### src/rtl/amf_pkg.sv
// Shared types for the address fault locator.
// Assumes: outcome codes are observed by software as plain 3-bit numbers.
package amf_pkg;

    typedef enum logic [2:0] {
        ERR_NONE       = 3'd0,
        ERR_CLEAR      = 3'd1,
        ERR_UP_AGGR    = 3'd2,
        ERR_DOWN_AGGR  = 3'd3,
        ERR_UP_INTER   = 3'd4,
        ERR_DOWN_INTER = 3'd5
    } err_e;

    typedef enum logic [3:0] {
        ST_IDLE,
        ST_CLEAR,
        ST_PASS_RD,
        ST_PASS_EV,
        ST_ZERO_RD,
        ST_ZERO_EV,
        ST_ISO_RD,
        ST_ISO_EV,
        ST_DONE
    } state_e;

    typedef enum logic {
        DIR_UP   = 1'b0,
        DIR_DOWN = 1'b1
    } dir_e;

endpackage

### src/rtl/amf_step_count.sv
// Step counter shared by every walk of the locator.
// Counts 0..DEPTH so that a walk can make one extra read after its last write.
// Assumes: clr has priority over inc; DEPTH >= 2.
module amf_step_count #(
    parameter int DEPTH = 64,
    parameter int CW    = 7
) (
    input  logic          clk,
    input  logic          rst_n,
    input  logic          clr,
    input  logic          inc,
    output logic [CW-1:0] cnt,
    output logic          at_last,
    output logic          at_end
);

    localparam logic [CW-1:0] LAST_STEP = CW'(DEPTH - 1);
    localparam logic [CW-1:0] END_STEP  = CW'(DEPTH);

    // Step register: cleared on reset or on request, else advanced on inc.
    always_ff @(posedge clk) begin
        if (!rst_n) begin
            cnt <= '0;
        end else if (clr) begin
            cnt <= '0;
        end else if (inc) begin
            cnt <= cnt + 1'b1;
        end
    end

    // Boundary flags used by the controller.
    always_comb begin
        at_last = (cnt == LAST_STEP);
        at_end  = (cnt == END_STEP);
    end

endmodule

### src/rtl/amf_addr_map.sv
// Maps a step count to the address visited and to the address written one
// step earlier, for either walking direction.
// Assumes: cnt < DEPTH when cur_addr is used, 1 <= cnt <= DEPTH for prev_addr.
module amf_addr_map #(
    parameter int DEPTH = 64,
    parameter int AW    = 6,
    parameter int CW    = 7
) (
    input  amf_pkg::dir_e  dir,
    input  logic [CW-1:0]  cnt,
    output logic [AW-1:0]  cur_addr,
    output logic [AW-1:0]  prev_addr
);

    localparam logic [CW-1:0] TOP   = CW'(DEPTH - 1);
    localparam logic [CW-1:0] SPAN  = CW'(DEPTH);

    logic [CW-1:0] cur_w;
    logic [CW-1:0] prev_w;

    // Direction-dependent address arithmetic.
    always_comb begin
        if (dir == amf_pkg::DIR_UP) begin
            cur_w  = cnt;
            prev_w = cnt - 1'b1;
        end else begin
            cur_w  = TOP - cnt;
            prev_w = SPAN - cnt;
        end
        cur_addr  = cur_w[AW-1:0];
        prev_addr = prev_w[AW-1:0];
    end

endmodule

### src/rtl/amf_ctrl.sv
// Sequencer of the locator: zeroing sweeps, the two detection passes, the
// confirm read of location 0 and the isolation walk.
// Assumes: mem_rdata is valid the cycle after mem_re; one access per cycle.
module amf_ctrl
    import amf_pkg::*;
#(
    parameter int AW = 6,
    parameter int DW = 16,
    parameter int CW = 7
) (
    input  logic          clk,
    input  logic          rst_n,
    input  logic          start,
    input  logic [CW-1:0] cnt,
    input  logic          at_last,
    input  logic          at_end,
    input  logic [AW-1:0] cur_addr,
    input  logic [AW-1:0] prev_addr,
    input  logic [DW-1:0] mem_rdata,
    output logic          cnt_clr,
    output logic          cnt_inc,
    output dir_e          dir,
    output logic          mem_we,
    output logic          mem_re,
    output logic [AW-1:0] mem_addr,
    output logic [DW-1:0] mem_wdata,
    output logic          done,
    output logic [2:0]    err_code,
    output logic [AW-1:0] victim_addr,
    output logic [AW-1:0] aggressor_addr,
    output logic          iso_phase
);

    state_e        state_q, state_d;
    dir_e          dir_q;
    logic          iso_q;
    logic          done_q;
    err_e          code_q;
    logic [AW-1:0] victim_q;
    logic [AW-1:0] aggr_q;

    logic          rd_nz;
    logic          start_run;
    logic          hit;
    logic          to_down;
    logic          fin;
    logic          fin_aggr;
    err_e          fin_code;

    assign rd_nz = |mem_rdata;

    // Next state, memory port and event strobes for the current state.
    always_comb begin
        state_d   = state_q;
        cnt_clr   = 1'b0;
        cnt_inc   = 1'b0;
        mem_we    = 1'b0;
        mem_re    = 1'b0;
        mem_addr  = '0;
        mem_wdata = '0;
        start_run = 1'b0;
        hit       = 1'b0;
        to_down   = 1'b0;
        fin       = 1'b0;
        fin_aggr  = 1'b0;
        fin_code  = ERR_NONE;
        case (state_q)
            ST_IDLE, ST_DONE: begin
                if (start) begin
                    start_run = 1'b1;
                    cnt_clr   = 1'b1;
                    state_d   = ST_CLEAR;
                end
            end
            ST_CLEAR: begin
                mem_we   = 1'b1;
                mem_addr = cnt[AW-1:0];
                if (at_last) begin
                    cnt_clr = 1'b1;
                    state_d = iso_q ? ST_ZERO_RD : ST_PASS_RD;
                end else begin
                    cnt_inc = 1'b1;
                end
            end
            ST_PASS_RD: begin
                mem_re   = 1'b1;
                mem_addr = cur_addr;
                state_d  = ST_PASS_EV;
            end
            ST_PASS_EV: begin
                if (rd_nz) begin
                    hit     = 1'b1;
                    cnt_clr = 1'b1;
                    state_d = ST_CLEAR;
                end else begin
                    mem_we    = 1'b1;
                    mem_addr  = cur_addr;
                    mem_wdata = '1;
                    if (!at_last) begin
                        cnt_inc = 1'b1;
                        state_d = ST_PASS_RD;
                    end else if (dir_q == DIR_UP) begin
                        cnt_clr = 1'b1;
                        to_down = 1'b1;
                        state_d = ST_CLEAR;
                    end else begin
                        fin     = 1'b1;
                        state_d = ST_DONE;
                    end
                end
            end
            ST_ZERO_RD: begin
                mem_re   = 1'b1;
                mem_addr = '0;
                state_d  = ST_ZERO_EV;
            end
            ST_ZERO_EV: begin
                if (rd_nz) begin
                    fin      = 1'b1;
                    fin_code = ERR_CLEAR;
                    state_d  = ST_DONE;
                end else begin
                    state_d  = ST_ISO_RD;
                end
            end
            ST_ISO_RD: begin
                mem_re   = 1'b1;
                mem_addr = victim_q;
                state_d  = ST_ISO_EV;
            end
            ST_ISO_EV: begin
                if (rd_nz) begin
                    fin     = 1'b1;
                    state_d = ST_DONE;
                    if (cnt == '0) begin
                        fin_code = ERR_CLEAR;
                    end else begin
                        fin_aggr = 1'b1;
                        fin_code = (dir_q == DIR_UP) ? ERR_UP_AGGR : ERR_DOWN_AGGR;
                    end
                end else if (at_end) begin
                    fin      = 1'b1;
                    state_d  = ST_DONE;
                    fin_code = (dir_q == DIR_UP) ? ERR_UP_INTER : ERR_DOWN_INTER;
                end else begin
                    if (cur_addr != victim_q) begin
                        mem_we    = 1'b1;
                        mem_addr  = cur_addr;
                        mem_wdata = '1;
                    end
                    cnt_inc = 1'b1;
                    state_d = ST_ISO_RD;
                end
            end
            default: state_d = ST_IDLE;
        endcase
    end

    // State and outcome registers.
    always_ff @(posedge clk) begin
        if (!rst_n) begin
            state_q  <= ST_IDLE;
            dir_q    <= DIR_UP;
            iso_q    <= 1'b0;
            done_q   <= 1'b0;
            code_q   <= ERR_NONE;
            victim_q <= '0;
            aggr_q   <= '0;
        end else begin
            state_q <= state_d;
            if (start_run) begin
                dir_q    <= DIR_UP;
                iso_q    <= 1'b0;
                done_q   <= 1'b0;
                code_q   <= ERR_NONE;
                victim_q <= '0;
                aggr_q   <= '0;
            end
            if (to_down) begin
                dir_q <= DIR_DOWN;
            end
            if (hit) begin
                victim_q <= cur_addr;
                iso_q    <= 1'b1;
            end
            if (fin) begin
                done_q <= 1'b1;
                code_q <= fin_code;
                if (fin_aggr) begin
                    aggr_q <= prev_addr;
                end
            end
        end
    end

    // Register outputs.
    always_comb begin
        dir            = dir_q;
        done           = done_q;
        err_code       = code_q;
        victim_addr    = victim_q;
        aggressor_addr = aggr_q;
        iso_phase      = iso_q & ~done_q;
    end

endmodule

### src/rtl/amf_locator.sv
// Top of the address fault locator: step counter, direction address map and
// sequencer. Owns the memory port for the whole run.
// Assumes: DEPTH >= 2; memory returns read data one cycle after mem_re.
module amf_locator #(
    parameter int DEPTH = 64,
    parameter int DW    = 16,
    parameter int AW    = $clog2(DEPTH)
) (
    input  logic          clk,
    input  logic          rst_n,
    input  logic          start,
    output logic          mem_we,
    output logic          mem_re,
    output logic [AW-1:0] mem_addr,
    output logic [DW-1:0] mem_wdata,
    input  logic [DW-1:0] mem_rdata,
    output logic          done,
    output logic          fail,
    output logic [2:0]    err_code,
    output logic [AW-1:0] victim_addr,
    output logic [AW-1:0] aggressor_addr
);

    localparam int CW = AW + 1;

    logic [CW-1:0]  cnt;
    logic           cnt_clr;
    logic           cnt_inc;
    logic           at_last;
    logic           at_end;
    amf_pkg::dir_e  dir;
    logic [AW-1:0]  cur_addr;
    logic [AW-1:0]  prev_addr;
    logic           iso_phase;

    amf_step_count #(.DEPTH(DEPTH), .CW(CW)) u_step (
        .clk     (clk),
        .rst_n   (rst_n),
        .clr     (cnt_clr),
        .inc     (cnt_inc),
        .cnt     (cnt),
        .at_last (at_last),
        .at_end  (at_end)
    );

    amf_addr_map #(.DEPTH(DEPTH), .AW(AW), .CW(CW)) u_map (
        .dir       (dir),
        .cnt       (cnt),
        .cur_addr  (cur_addr),
        .prev_addr (prev_addr)
    );

    amf_ctrl #(.AW(AW), .DW(DW), .CW(CW)) u_ctrl (
        .clk            (clk),
        .rst_n          (rst_n),
        .start          (start),
        .cnt            (cnt),
        .at_last        (at_last),
        .at_end         (at_end),
        .cur_addr       (cur_addr),
        .prev_addr      (prev_addr),
        .mem_rdata      (mem_rdata),
        .cnt_clr        (cnt_clr),
        .cnt_inc        (cnt_inc),
        .dir            (dir),
        .mem_we         (mem_we),
        .mem_re         (mem_re),
        .mem_addr       (mem_addr),
        .mem_wdata      (mem_wdata),
        .done           (done),
        .err_code       (err_code),
        .victim_addr    (victim_addr),
        .aggressor_addr (aggressor_addr),
        .iso_phase      (iso_phase)
    );

    // Fault flag derived from the held outcome.
    always_comb begin
        fail = done & (err_code != 3'd0);
    end

endmodule

### config.mk
export PLATFORM = sky130hd
export DESIGN_NAME = amf_locator
export DESIGN_NICKNAME = d
export VERILOG_FILES = /design/src/rtl/amf_pkg.sv /design/src/rtl/amf_step_count.sv /design/src/rtl/amf_addr_map.sv /design/src/rtl/amf_ctrl.sv /design/src/rtl/amf_locator.sv
export SDC_FILE = /design/constraint.sdc
export NUM_CORES = 1
export LEC_CHECK = 0
export ABC_CLOCK_PERIOD_IN_PS = 2780
export CAP_MARGIN = 20
export CORE_ASPECT_RATIO = 1.2
export CORE_MARGIN = 2
export CORE_UTILIZATION = 48
export DETAILED_ROUTE_END_ITERATION = 8
export GPL_TIMING_DRIVEN = 0
export PLACE_DENSITY = 0.8
export RECOVER_POWER = 100
export SYNTH_ARGS = -nofsm -noshare
export SYNTH_HDL_FRONTEND = slang
export SYNTH_SLANG_ARGS = --single-unit
### constraint.sdc
create_clock -name clk -period 2.78 [get_ports clk]
set_input_delay 0.417 -clock clk [delete_from_list [all_inputs] [get_ports clk]]
set_output_delay 0.417 -clock clk [all_outputs]
set_load 0.02 [all_outputs]
**Yosys cells after proc, flatten, opt, wreduce, memory -nomap -nowiden**

Index checks and enable logic that the tools add are counted.

- Register bits after elaboration: 29
- Logic and storage cells: 109
- Input port bits: 19
- Output and inout port bits: 41

- Bitwise gates (word level): 2
- $add $sub $neg: 4
- Eq/ne operators: 13
- Reductions and logical operators: 11
- Mux-type cells: 71

Operators with widths:

| operator | count |
|---|---|
| two-way mux 6 bit | 11 |
| two-way mux 16 bit | 4 |
| two-way mux 1 bit | 34 |
| two-way mux 4 bit | 8 |
| case mux 16 bit (2 select lines) | 1 |
| case mux 4 bit (8 select lines) | 1 |
| case mux 6 bit (5 select lines) | 1 |
| two-way mux 3 bit | 6 |
| == test 4 x 3 -> 1 bit (second input constant) | 4 |
| OR reduction 16 bit | 1 |
| case mux 1 bit (3 select lines) | 4 |
| == test 4 x 2 -> 1 bit (second input constant) | 2 |
| adder 7 x 1 -> 7 bit (second input constant) | 1 |
| == test 7 x 6 -> 1 bit (second input constant) | 1 |
| == test 7 bit (second input constant) | 1 |
| logical NOT 7 bit | 1 |
| != test 6 bit | 1 |
| case mux 3 bit (2 select lines) | 1 |
| nonzero test 2 bit | 3 |
| subtractor 1 x 6 -> 6 bit (first input constant) | 1 |
| subtractor 6 x 1 -> 6 bit (second input constant) | 1 |
| subtractor 6 bit (first input constant) | 1 |
| == test 4 x 1 -> 1 bit (second input constant) | 1 |
| == test 4 bit (second input constant) | 1 |
| other kinds (9) | 10 |

**Longest topological paths before layout**

Gate-level depths: netlist of the first run.

- Depth after elaboration: 7
- Mapped depth: 9
- Gate-level depth less buffers: 7

**Cells and area by module**

Synthesis of the first run repeated with hierarchy kept, for this count alone.

- Cell total of the unflattened synthesis: 257
- Area, all modules: 2055.7 µm²

Modules (own cells, without submodules):

| module | area each (µm²) | seq. area each (µm²) | times used | cells an instance |
|---|---|---|---|---|
| amf_ctrl | 1514.0 | 440.4 | 1 | 197 |
| amf_step_count | 346.6 | 140.1 | 1 | 38 |
| amf_addr_map | 186.4 | 0.0 | 1 | 21 |
| amf_locator | 8.8 | 0.0 | 1 | 1 |

**Worst setup path after synthesis of the first run**

Ideal clock, no wire load.

- Path type: register to output
- Start: register u_step.cnt[0]
- End: output mem_wdata[10]
- Buffers on the path: 2
- Required time: 2.363 ns
- Arrival: 2.396 ns
- Path slack: -0.033 ns
- Cell stages (with the launch flop): 10
- Cells stage by stage: dfxtp_1 buf_2 inv_1 ha_1 or3b_4 o21ai_0 a21oi_1 a21oi_1 nor2_1 buf_4

- Longest elaborated chain between the ends: 7
- Elaborated cells on any way between the ends: 8

RTL lines:

| item | line | text |
|---|---|---|
| start, declared | amf_step_count.sv:12 | `output logic [CW-1:0] cnt,` |
| start signal, assigned | amf_step_count.sv:27 | `cnt <= cnt + 1'b1;` |
| subtractor 6 bit | amf_addr_map.sv:27 | `cur_w = TOP - cnt;` |
| two-way mux 6 bit | amf_addr_map.sv:23 | `if (dir == amf_pkg::DIR_UP) begin` |
| != test 6 bit | amf_ctrl.sv:146 | `if (cur_addr != victim_q) begin` |
| two-way mux 16 bit | amf_ctrl.sv:146 |  |
| two-way mux 16 bit * | amf_ctrl.sv:141 | `end else if (at_end) begin` |
| two-way mux 16 bit * | amf_ctrl.sv:132 | `if (rd_nz) begin` |
| case mux 16 bit (2 select lines) * | amf_ctrl.sv:67 | `case (state_q)` |
| end, declared | amf_locator.sv:15 | `output logic [DW-1:0] mem_wdata,` |

Mark *: on every way between the ends. The rest lies on a longest branch, timed or not.

**Final worst setup path of the first run**

- Start: input mem_rdata[5]
- End: output mem_addr[0]

- Longest elaborated chain between the ends: 3
- Elaborated cells on any way between the ends: 4

RTL lines:

| item | line | text |
|---|---|---|
| start, declared | amf_locator.sv:16 | `input logic [DW-1:0] mem_rdata,` |
| OR reduction 16 bit * | amf_ctrl.sv:50 | `assign rd_nz = \|mem_rdata;` |
| two-way mux 6 bit, on equally long branches | amf_ctrl.sv:132, amf_ctrl.sv:91 |  |
| case mux 6 bit (5 select lines) * | amf_ctrl.sv:67 |  |
| end, declared | amf_locator.sv:14 | `output logic [AW-1:0] mem_addr,` |

Marked as above.

==> flow_summary.html, run 1 <==
<table>
<tr><th>Metric</th><th>Value</th></tr>
<tr><th colspan="2">Outcome</th></tr>
<tr><td>Run status</td><td>finished clean</td></tr>
<tr><th colspan="2">Global routing</th></tr>
<tr><td>Pin count of the biggest net entering global routing</td><td>17</td></tr>
<tr><td>Remaining global-route overflow</td><td>0</td></tr>
<tr><td>Met2 usage in global routing</td><td>approximately 44%</td></tr>
<tr><td>Met3 Use GR</td><td>roughly 5.2%</td></tr>
<tr><td>Initial antenna violation count</td><td>0</td></tr>
<tr><td>Global-route usage over all layers</td><td>a little over a quarter</td></tr>
<tr><td>GRT Max-Usage Layer</td><td>met2</td></tr>
<tr><td>Via count of the first global-routing pass</td><td>around 2200</td></tr>
<tr><td>Met1 layer usage reported by global route</td><td>about 32%</td></tr>
<tr><td>Wire length of the first global-routing pass</td><td>about 10 mm</td></tr>
<tr><th colspan="2">STA</th></tr>
<tr><td>Min Hold Slack</td><td>470 ps</td></tr>
<tr><td>Final period demand of the worst path</td><td>between 2000 and 3000 ps</td></tr>
<tr><td>Final clock skew</td><td>4.55 ps</td></tr>
<tr><td>Tightest Pin Transition</td><td>roughly 750 ps</td></tr>
<tr><td>Total Neg Setup Slack</td><td>0 ps</td></tr>
<tr><td>Max Slew Vio Count</td><td>0</td></tr>
<tr><td>Final number of setup-violating endpoints</td><td>0</td></tr>
<tr><td>Share of the clock period used by the worst path after layout</td><td>slightly below 100%</td></tr>
<tr><td>Number of failing hold endpoints at the final stage</td><td>0</td></tr>
<tr><td>Post-route setup slack</td><td>about 63 ps</td></tr>
<tr><td>Headroom to the max-slew limit</td><td>49.4%</td></tr>
<tr><td>Max Freq</td><td>about 370 MHz</td></tr>
<tr><th colspan="2">Logic synthesis</th></tr>
<tr><td>Post-synthesis average cell area</td><td>a little under 8 um^2</td></tr>
<tr><td>Count of synthesis-stage warnings from yosys</td><td>0</td></tr>
<tr><td>Register bit count reported by yosys</td><td>29</td></tr>
<tr><td>Cell variety after synth</td><td>between 50 and 60</td></tr>
<tr><td>Share of synthesized registers carrying an async set or reset</td><td>0%</td></tr>
<tr><td>Count of flip-flops with a built-in enable after synthesis</td><td>0</td></tr>
<tr><td>Gate Count Post-Synth</td><td>approximately 270</td></tr>
<tr><td>Most area-hungry cell type in the Yosys netlist</td><td>dfxtp_1</td></tr>
<tr><td>Sequential area share after synthesis</td><td>about 28%</td></tr>
<tr><td>Cell area after synthesis</td><td>~2100 um^2</td></tr>
<tr><td>Area share of the largest cell type after synthesis</td><td>between 20 and 30%</td></tr>
<tr><td>Cell types occupying the most area after synthesis</td><td>dfxtp_1, a21oi_1, buf_4</td></tr>
<tr><td>Most common flop cell mapped by yosys</td><td>dfxtp_1</td></tr>
<tr><td>Syn nets</td><td>a little under 300</td></tr>
<tr><th colspan="2">Clock tree</th></tr>
<tr><td>Worst-path clk slew</td><td>around 70 ps</td></tr>
<tr><td>Hold_buf cts</td><td>0</td></tr>
<tr><td>Clock tree from TritonCTS</td><td>done</td></tr>
<tr><td>Clock latency at the later pin of the worst-skew pair</td><td>290 ps</td></tr>
<tr><td>TritonCTS Buffers</td><td>5</td></tr>
<tr><td>CTS root buffer</td><td>clkbuf_8</td></tr>
<tr><td>Clock Path Buffers</td><td>2</td></tr>
<tr><td>Number of clock sinks seen by CTS</td><td>29</td></tr>
<tr><td>Number of levels the H-tree was split into</td><td>2</td></tr>
<tr><th colspan="2">Die</th></tr>
<tr><td>Height of the chip</td><td>~77 um</td></tr>
<tr><td>Overall die area</td><td>between 4000 and 5000 um^2</td></tr>
<tr><td>Initial Util</td><td>49.9%</td></tr>
<tr><td>Site row count</td><td>26</td></tr>
<tr><td>I/O pins</td><td>60</td></tr>
<tr><td>Horizontal die dimension</td><td>roughly 65 um</td></tr>
<tr><td>Placeable core region</td><td>around 4200 um^2</td></tr>
<tr><th colspan="2">Drt</th></tr>
<tr><td>Vias per cell</td><td>roughly 6.0</td></tr>
<tr><td>Number of violations reported at the end of detailed-routing iteration 0</td><td>203</td></tr>
<tr><td>Final wirelength</td><td>between 6 and 7 mm</td></tr>
<tr><td>Post-route DRC</td><td>0</td></tr>
<tr><td>Remaining number of nets flagged by the antenna check after routing</td><td>0</td></tr>
<tr><td>Avg WL per Cell</td><td>around 17 um</td></tr>
<tr><td>Number of detailed-route iterations in the first pass</td><td>5</td></tr>
<tr><td>Via count</td><td>2394</td></tr>
<tr><th colspan="2">Placed design</th></tr>
<tr><td>Placer's final routability congestion estimate</td><td>about 0.95</td></tr>
<tr><td>Area after DPL</td><td>approximately 2800 um^2</td></tr>
<tr><td># placed instances</td><td>between 300 and 400</td></tr>
<tr><td>Post-placement setup slack</td><td>-850 ps</td></tr>
<tr><td>DP Wirelength</td><td>around 4.5 mm</td></tr>
<tr><td>Number of buffers inserted by port buffering</td><td>58</td></tr>
<tr><th colspan="2">Worst setup path</th></tr>
<tr><td>Required time worst endpoint</td><td>2360 ps</td></tr>
<tr><td>Critical Path, Cell by Cell</td><td>clkdlybuf4s50_1 &gt; nor4_4 &gt; nand4_1 &gt; buf_6 &gt; a211oi_4 &gt; a41oi_4 &gt; a22oi_2 &gt; buf_4</td></tr>
<tr><td>Setup CP Type</td><td>input port to primary output</td></tr>
<tr><td>Critical R2R Launch</td><td>u_step.cnt[1]</td></tr>
<tr><td>Peak fanout along the critical path</td><td>6</td></tr>
<tr><td>Path length in cells of the critical path</td><td>8</td></tr>
<tr><td>Origin of the worst setup path</td><td>mem_rdata[5]</td></tr>
<tr><td>Startpoint types</td><td>input port</td></tr>
<tr><td>Worst Setup EP</td><td>mem_addr[0]</td></tr>
<tr><td>Slowest cell on the critical path</td><td>clkdlybuf4s50_1</td></tr>
<tr><td>Crit-path max cell delay</td><td>approximately 440 ps</td></tr>
<tr><td>Worst setup slack for register-to-register paths</td><td>180 ps</td></tr>
<tr><td>CP arrival</td><td>roughly 2300 ps</td></tr>
<tr><td>Number of buffers and inverters on the critical path</td><td>3</td></tr>
<tr><td>CP Capture Type</td><td>primary output</td></tr>
<tr><td>CP top delay family</td><td>buffers and inverters</td></tr>
<tr><td>Reg-to-reg endpoint</td><td>u_ctrl.state_q[0]</td></tr>
<tr><td>Depth of the worst register-to-register path</td><td>8</td></tr>
<tr><th colspan="2">Job</th></tr>
<tr><td>Max cap viols</td><td>0</td></tr>
<tr><th colspan="2">Pwr</th></tr>
<tr><td>Static leakage</td><td>between 1 and 1.5 nW</td></tr>
<tr><td>Worst-case vdd ir drop</td><td>0.306 mV</td></tr>
<tr><td>Total power per unit cell area</td><td>roughly 360 nW/um^2</td></tr>
<tr><th colspan="2">Cells and area</th></tr>
<tr><td>Area growth from synthesis to layout</td><td>44.7%</td></tr>
<tr><td>Fillers</td><td>~330</td></tr>
<tr><td>Total non-filler cell area in the finished layout</td><td>between 3000 and 4000 um^2</td></tr>
<tr><td>Cell Count, Final, Fillers Out</td><td>around 400</td></tr>
<tr><td>NumNets Final</td><td>roughly 370</td></tr>
<tr><td>Proportion of layout cells with a drive suffix above 1</td><td>about a quarter</td></tr>
<tr><td>Antenna diodes</td><td>0</td></tr>
<tr><th colspan="2">Worst hold path</th></tr>
<tr><td>Path class of the lowest-slack min-delay path</td><td>flip-flop to flip-flop</td></tr>
<tr><td>Hold depth</td><td>2</td></tr>
</table>
[stage by stage]
step	util, %	total power [mW]
floorplan	-	0.550
global placement	65.3	0.615
detailed placement	65.3	0.618
CTS	71.7	1.10
global route	72.2	1.15
finish	72.2	1.11
[flip-flops by register name, summed over array words and instances, names as in the netlist]
register,count
u_ctrl.state_q,4
u_ctrl.done,1
u_ctrl.aggressor_addr,6
u_ctrl.victim_addr,6
u_ctrl.dir,1
u_ctrl.err_code,3
u_step.cnt,7
u_ctrl.iso_q,1
[kinds of logic (layout without fill, tap and decap cells)]
group                      count (synthesis)  count (layout)  synth area share, %
adders and majority gates                  2               2                 1.19
xor gates and xnor gates                  17              17                 7.06
AOI/OAI and AO/OA                         78              78                 24.0
buffers and inverters                     40             114                 10.7
muxes                                      7               7                 3.32
and+or+nand+nor                           98              98                 26.2
DFF                                       29              29                 27.5
[what timing repair did]
action / 4_1_cts / 5_1_grt
setup buffers: 7 / 4
pin swaps: 9 / 12
endpoints found under the setup margin: 23 / 23
gates resized for setup: 102 / 44
[worst min-delay path, delay by kind of cell, from the launching register on]
kind               cells  cell delay, ps
and+or+nand+nor        1              50
AOI/OAI and AO/OA      1              50
DFF                    1             320
[layout make-up]
type	count	area (um^2)	area share [%]
Buffer	32	199	6.52
Clock buffer	6	82.6	2.71
Clock inverter	2	37.5	1.23
Inverter	5	21.3	0.697
Multi-Input combinational cell	202	1470	48.1
Sequential cell	29	586	19.2
Tap cell	56	70.1	2.30
Timing Repair Buffer	69	588	19.3
[worst min path at each step]
stage,startpoint,end,slack (ps)
2_1_floorplan,u_ctrl.iso_q,u_ctrl.iso_q,440
3_3_place_gp,u_ctrl.aggressor_addr[2],u_ctrl.aggressor_addr[2],460
3_5_place_dp,u_ctrl.done,u_ctrl.done,470
4_1_cts,u_ctrl.done,u_ctrl.done,480
5_1_grt,u_ctrl.aggressor_addr[2],u_ctrl.aggressor_addr[2],490
6_report,u_ctrl.done,u_ctrl.done,470
[layout by cell type (no fill, tap or decap), types with 4 or more instances in the layout]
cell type / synthesis / layout
a21boi_0: 4 / 5
a21oi_1: 28 / 26
nand2_1: 17 / 17
o21a_1: 11 / 11
nand4_1: 6 / 6
nand3_1: 9 / 10
xnor2_1: 11 / 11
clkdlybuf4s50_1: 0 / 8
clkbuf_1: 7 / 10
dlymetal6s2s_1: 0 / 9
and3_1: 9 / 9
clkbuf_8: 0 / 6
dfxtp_1: 29 / 27
nor3_1: 11 / 9
a22oi_1: 7 / 4
buf_4: 15 / 26
nor2_1: 17 / 16
dlygate4sd3_1: 0 / 18
xor2_1: 6 / 6
mux2i_1: 7 / 7
o21ai_0: 8 / 7
nand3b_1: 4 / 4
buf_2: 10 / 21
[power breakdown]
part | total [mW] | leakage, nW | switching (mW) | internal (mW)
registers | 0.427 | 0.235 | 0.00524 | 0.421
clock network | 0.473 | 0.0574 | 0.182 | 0.291
logic | 0.211 | 1.07 | 0.126 | 0.0844
[per-layer routing]
layer / up-vias / wire length (um)
met2: 138 / 3340
met1: 1110 / 2630
met3: 29 / 523
met5: - / 0
li1: 1117 / -
met4: 0 / 273
[Yosys cell counts, drive strengths merged (3+ instances only)]
cell type,instances
xnor2,11
nand2,17
nor3,11
mux2i,7
nand3,10
xor2,6
buf,28
and2,3
o21ai,9
and3,9
a21oi,29
and4,4
dfxtp,29
clkbuf,7
o21a,11
a22oi,7
inv,4
nand3b,4
a21boi,5
nor4,5
nor2,17
nand4,6
Note: power is estimated with default switching activity, not from simulation.
==> inputs of run 2 (changes only) <==
--- a/config.mk
+++ b/config.mk
@@ -5,14 +5,13 @@
 export SDC_FILE = /design/constraint.sdc
 export NUM_CORES = 1
 export LEC_CHECK = 0
-export ABC_CLOCK_PERIOD_IN_PS = 2780
+export ABC_CLOCK_PERIOD_IN_PS = 2500
 export CAP_MARGIN = 20
 export CORE_ASPECT_RATIO = 1.2
-export CORE_MARGIN = 2
-export CORE_UTILIZATION = 48
+export CORE_UTILIZATION = 43
 export DETAILED_ROUTE_END_ITERATION = 8
 export GPL_TIMING_DRIVEN = 0
-export PLACE_DENSITY = 0.8
+export PLACE_DENSITY = 0.76
 export RECOVER_POWER = 100
 export SYNTH_ARGS = -nofsm -noshare
 export SYNTH_HDL_FRONTEND = slang
==> constraint.sdc (replaced) <==
create_clock -name clk -period 2.5 [get_ports clk]
set_input_delay 0.375 -clock clk [delete_from_list [all_inputs] [get_ports clk]]
set_output_delay 0.375 -clock clk [all_outputs]
set_load 0.02 [all_outputs]
==> run 2 against run 1 <==
The run now ends with setup timing left. Core utilization rose by 1.7 points. Clock power is 12% higher. Die area increased by 5.0%. Flip-flop and latch count is the same. Cell area is 13% higher. Power grew 17%. Final cell count increased by 3.7%. Routed wire length grew 19%. First-iteration DRC count up 14%. Combinational power increased by 36%. Clock skew rose by 5.7 ps. Worst setup slack worse by 260 ps.
==> flow_summary.html, run 2 (same netlist as run 1, synthesis figures left out) <==
<table>
<tr><th>Metric</th><th>Value</th></tr>
<tr><th colspan="2">Global routing</th></tr>
<tr><td>Pin count of the biggest net entering global routing</td><td>16 (was 17)</td></tr>
<tr><td>Global-route usage over all layers</td><td>28.9% (was 26.6%)</td></tr>
<tr><td>Remaining global-route overflow</td><td>0 (unchanged)</td></tr>
<tr><td>Initial antenna violation count</td><td>0 (unchanged)</td></tr>
<tr><td>Via count of the first global-routing pass</td><td>2315 (was 2180)</td></tr>
<tr><td>Wire length of the first global-routing pass</td><td>11.5 mm (was 10.4 mm)</td></tr>
<tr><th colspan="2">Worst setup path</th></tr>
<tr><td>Setup CP Type</td><td>flip-flop to primary output (was input port to primary output)</td></tr>
<tr><td>Depth of the worst register-to-register path</td><td>8 (unchanged)</td></tr>
<tr><td>Startpoint types</td><td>flip-flop (was input port)</td></tr>
<tr><td>Required time worst endpoint</td><td>2120 ps (was 2360 ps)</td></tr>
<tr><td>Number of buffers and inverters on the critical path</td><td>3 (unchanged)</td></tr>
<tr><td>Slowest cell on the critical path</td><td>a41oi_4 (was clkdlybuf4s50_1)</td></tr>
<tr><td>CP arrival</td><td>2330 ps (was 2300 ps)</td></tr>
<tr><td>Reg-to-reg endpoint</td><td>u_step.cnt[4] (was u_ctrl.state_q[0])</td></tr>
<tr><td>CP Capture Type</td><td>primary output (unchanged)</td></tr>
<tr><td>Peak fanout along the critical path</td><td>6 (unchanged)</td></tr>
<tr><td>Critical R2R Launch</td><td>u_step.cnt[1] (unchanged)</td></tr>
<tr><td>CP top delay family</td><td>compound AO/OA/AOI/OAI gates (was buffers and inverters)</td></tr>
<tr><td>Worst setup slack for register-to-register paths</td><td>-10 ps (was 180 ps)</td></tr>
<tr><td>Crit-path max cell delay</td><td>370 ps (was 440 ps)</td></tr>
<tr><td>Critical Path, Cell by Cell</td><td>buf_8 &gt; xnor2_2 &gt; nor4_1 &gt; nand4_1 &gt; buf_6 &gt; a41oi_4 &gt; a22oi_2 &gt; buf_4 (was clkdlybuf4s50_1 &gt; nor4_4 &gt; nand4_1 &gt; buf_6 &gt; a211oi_4 &gt; a41oi_4 &gt; a22oi_2 &gt; buf_4)</td></tr>
<tr><th colspan="2">Job</th></tr>
<tr><td>Max cap viols</td><td>0 (unchanged)</td></tr>
<tr><th colspan="2">Placed design</th></tr>
<tr><td>Placer's final routability congestion estimate</td><td>0.954 (was 0.955)</td></tr>
<tr><td>Area after DPL</td><td>2770 um^2 (was 2760 um^2)</td></tr>
<tr><td>Number of buffers inserted by port buffering</td><td>58 (unchanged)</td></tr>
<tr><td># placed instances</td><td>387 (was 385)</td></tr>
<tr><td>DP Wirelength</td><td>4.35 mm (was 4.47 mm)</td></tr>
<tr><th colspan="2">Cells and area</th></tr>
<tr><td>NumNets Final</td><td>378 (was 365)</td></tr>
<tr><td>Proportion of layout cells with a drive suffix above 1</td><td>33.2% (was 26.1%)</td></tr>
<tr><td>Leading cell type in the layout, fill and taps excluded</td><td>buf_6 (was dfxtp_1)</td></tr>
<tr><td>Number of flip-flops in the largest register</td><td>7 (unchanged)</td></tr>
<tr><td>Most flop-heavy register</td><td>u_step.cnt (unchanged)</td></tr>
<tr><td>Utilization after layout</td><td>73.9% (was 72.2%)</td></tr>
<tr><td>Antenna diodes</td><td>0 (unchanged)</td></tr>
<tr><td>Highest-count cells in the layout ignoring fill and taps</td><td>buf_6, dfxtp_1, a21oi_1 (was dfxtp_1, a21oi_1, buf_4)</td></tr>
<tr><td>Cell Count, Final, Fillers Out</td><td>416 (was 401)</td></tr>
<tr><td>Total non-filler cell area in the finished layout</td><td>3440 um^2 (was 3050 um^2)</td></tr>
<tr><td>Fillers</td><td>327 (was 329)</td></tr>
<tr><td>Area growth from synthesis to layout</td><td>63.2% (was 44.7%)</td></tr>
<tr><th colspan="2">STA</th></tr>
<tr><td>Final number of setup-violating endpoints</td><td>23 (was 0)</td></tr>
<tr><td>Total Neg Setup Slack</td><td>-3670 ps (was 0 ps)</td></tr>
<tr><td>Headroom to the max-slew limit</td><td>55.7% (was 49.4%)</td></tr>
<tr><td>Max Freq</td><td>370 MHz</td></tr>
<tr><td>Final clock skew</td><td>10.2 ps (was 4.55 ps)</td></tr>
<tr><td>Min Hold Slack</td><td>430 ps (was 470 ps)</td></tr>
<tr><td>Final period demand of the worst path</td><td>~2700 ps</td></tr>
<tr><td>Setup repair after global routing missed its margin</td><td>yes</td></tr>
<tr><td>Max Slew Vio Count</td><td>0 (unchanged)</td></tr>
<tr><td>Share of the clock period used by the worst path after layout</td><td>108%</td></tr>
<tr><td>Number of failing hold endpoints at the final stage</td><td>0 (unchanged)</td></tr>
<tr><td>Post-route setup slack</td><td>-201 ps (was 62.6 ps)</td></tr>
<tr><td>Tightest Pin Transition</td><td>665 ps (was 752 ps)</td></tr>
<tr><th colspan="2">Drt</th></tr>
<tr><td>Final wirelength</td><td>8.06 mm (was 6.76 mm)</td></tr>
<tr><td>Avg WL per Cell</td><td>19.4 um (was 16.9 um)</td></tr>
<tr><td>Post-route DRC</td><td>0 (unchanged)</td></tr>
<tr><td>Number of detailed-route iterations in the first pass</td><td>7 (was 5)</td></tr>
<tr><td>Remaining number of nets flagged by the antenna check after routing</td><td>0 (unchanged)</td></tr>
<tr><td>Vias per cell</td><td>6.19 (was 5.97)</td></tr>
<tr><td>Number of violations reported at the end of detailed-routing iteration 0</td><td>232 (was 203)</td></tr>
<tr><td>Via count</td><td>2574 (was 2394)</td></tr>
<tr><th colspan="2">Clock tree</th></tr>
<tr><td>CTS root buffer</td><td>clkbuf_8 (unchanged)</td></tr>
<tr><td>Number of clock sinks seen by CTS</td><td>29 (unchanged)</td></tr>
<tr><td>Hold_buf cts</td><td>0 (unchanged)</td></tr>
<tr><td>Clock latency at the later pin of the worst-skew pair</td><td>290 ps (about the same)</td></tr>
<tr><td>TritonCTS Buffers</td><td>5 (unchanged)</td></tr>
<tr><td>Worst-path clk slew</td><td>70 ps (about the same)</td></tr>
<tr><td>Clock Path Buffers</td><td>2 (unchanged)</td></tr>
<tr><td>Number of levels the H-tree was split into</td><td>2 (unchanged)</td></tr>
<tr><td>Clock tree from TritonCTS</td><td>done (unchanged)</td></tr>
<tr><th colspan="2">Pwr</th></tr>
<tr><td>Static leakage</td><td>1.45 nW (was 1.37 nW)</td></tr>
<tr><td>Combinational share of power</td><td>22.1% (was 19.0%)</td></tr>
<tr><td>Int Power</td><td>914 uW (was 797 uW)</td></tr>
<tr><td>Switching pwr</td><td>380 uW (was 313 uW)</td></tr>
<tr><td>Worst-case vdd ir drop</td><td>0.370 mV (was 0.306 mV)</td></tr>
<tr><td>Reg power frac</td><td>36.8% (was 38.4%)</td></tr>
<tr><td>Total power per unit cell area</td><td>376 nW/um^2 (was 364 nW/um^2)</td></tr>
<tr><td>Part of the power in the clock network</td><td>41.1% (was 42.6%)</td></tr>
<tr><td>Share of total power consumed by net switching</td><td>29.4% (was 28.2%)</td></tr>
<tr><th colspan="2">Die</th></tr>
<tr><td>Placeable core region</td><td>4660 um^2 (was 4230 um^2)</td></tr>
<tr><td>I/O pins</td><td>60 (unchanged)</td></tr>
<tr><td>Overall die area</td><td>5190 um^2 (was 4940 um^2)</td></tr>
<tr><td>Site row count</td><td>27 (was 26)</td></tr>
<tr><td>Initial Util</td><td>45.2% (was 49.9%)</td></tr>
<tr><td>Height of the chip</td><td>78.7 um (was 76.6 um)</td></tr>
<tr><td>Horizontal die dimension</td><td>65.9 um (was 64.5 um)</td></tr>
<tr><th colspan="2">Worst hold path</th></tr>
<tr><td>Startpoint of the tightest hold check path</td><td>rst_n (was u_ctrl.done)</td></tr>
<tr><td>Path class of the lowest-slack min-delay path</td><td>input port to flip-flop (was flip-flop to flip-flop)</td></tr>
<tr><td>Worst Hold Path EP</td><td>u_ctrl.err_code[1] (was u_ctrl.done)</td></tr>
<tr><td>Hold depth</td><td>3 (was 2)</td></tr>
<tr><th colspan="2">Outcome</th></tr>
<tr><td>Violated checks</td><td>setup timing</td></tr>
<tr><td>Run status</td><td>finished, violations left (was finished clean)</td></tr>
</table>
## run 2: cell types whose count changed in the layout (fill, tap and decap cells not counted), sizes merged
| cell | delta |
|---|---|
| dlymetal6s2s | -7 |
| clkdlybuf4s50 | -7 |
| clkdlybuf4s15 | +1 |
| buf | +15 |
| dlygate4sd2 | +11 |
## run 2: layout make-up
cell class / instances / area [um^2] / area share (%)
clock inverters: 2 / 37.5 / 1.09
plain buffers: 32 / 258 / 7.49
clock buffers: 6 / 82.6 / 2.40
well taps: 58 / 72.6 / 2.11
repair buffers: 82 / 810 / 23.5
flip-flops and latches: 29 / 586 / 17.0
multi-input cells: 202 / 1570 / 45.7
inverters: 5 / 23.8 / 0.690
## run 2: metrics by stage
step	setup slack, ps	total power [mW]
4_1_cts	-16.7	1.23
6_report	-201	1.29
3_5_place_dp	-1040	0.686
5_1_grt	-290	1.33
3_3_place_gp	-1050	0.684
2_1_floorplan	10.6	0.612
## run 2: power by group through the flow
| stage | Sequential [mW] | Clock (mW) | Combinational [mW] |
|---|---|---|---|
| 2_1_floorplan | 0.482 | 0 | 0.130 |
| 3_3_place_gp | 0.483 | 0 | 0.201 |
| 3_5_place_dp | 0.483 | 0 | 0.202 |
| 4_1_cts | 0.474 | 0.528 | 0.230 |
| 5_1_grt | 0.476 | 0.552 | 0.299 |
| 6_report | 0.476 | 0.532 | 0.286 |
## run 2: what timing repair did
item                       4_1_cts  5_1_grt
gates resized for setup        178       56
gates cloned                     0        1
setup endpoints to repair       23       23
setup buffers                   13       11
pin swaps                       19       17
## run 2: per-layer routing
layer / routed length [um] / vias to the layer above / track usage, %
met1: 2930 / 1212 / 33.0
met4: 368 / 0 / 14.0
met5: 0 / - / 0
met2: 4130 / 173 / 49.9
li1: - / 1142 / -
met3: 629 / 47 / 6.47
## run 2: worst reg2reg max path, cell delays in order (launching register included)
cell and delay [ps]:
dfxtp_1 410, clkbuf_2 210, clkbuf_1 360, ha_1 340, nor2b_1 270, a21boi_1 190
o21a_1 250, o2111ai_1 210, mux2i_1 210
## run 2: worst max-delay path by stage
stage                       start       endpoint  depth (start not counted)
global placement     mem_rdata[4]    mem_addr[0]                          7
global route        u_step.cnt[0]  mem_wdata[13]                         10
finish              u_step.cnt[0]    mem_addr[0]                          8
detailed placement   mem_rdata[4]    mem_addr[0]                          7
CTS                 u_step.cnt[0]  mem_wdata[11]                         10
floorplan           u_step.cnt[0]  mem_wdata[10]                          9
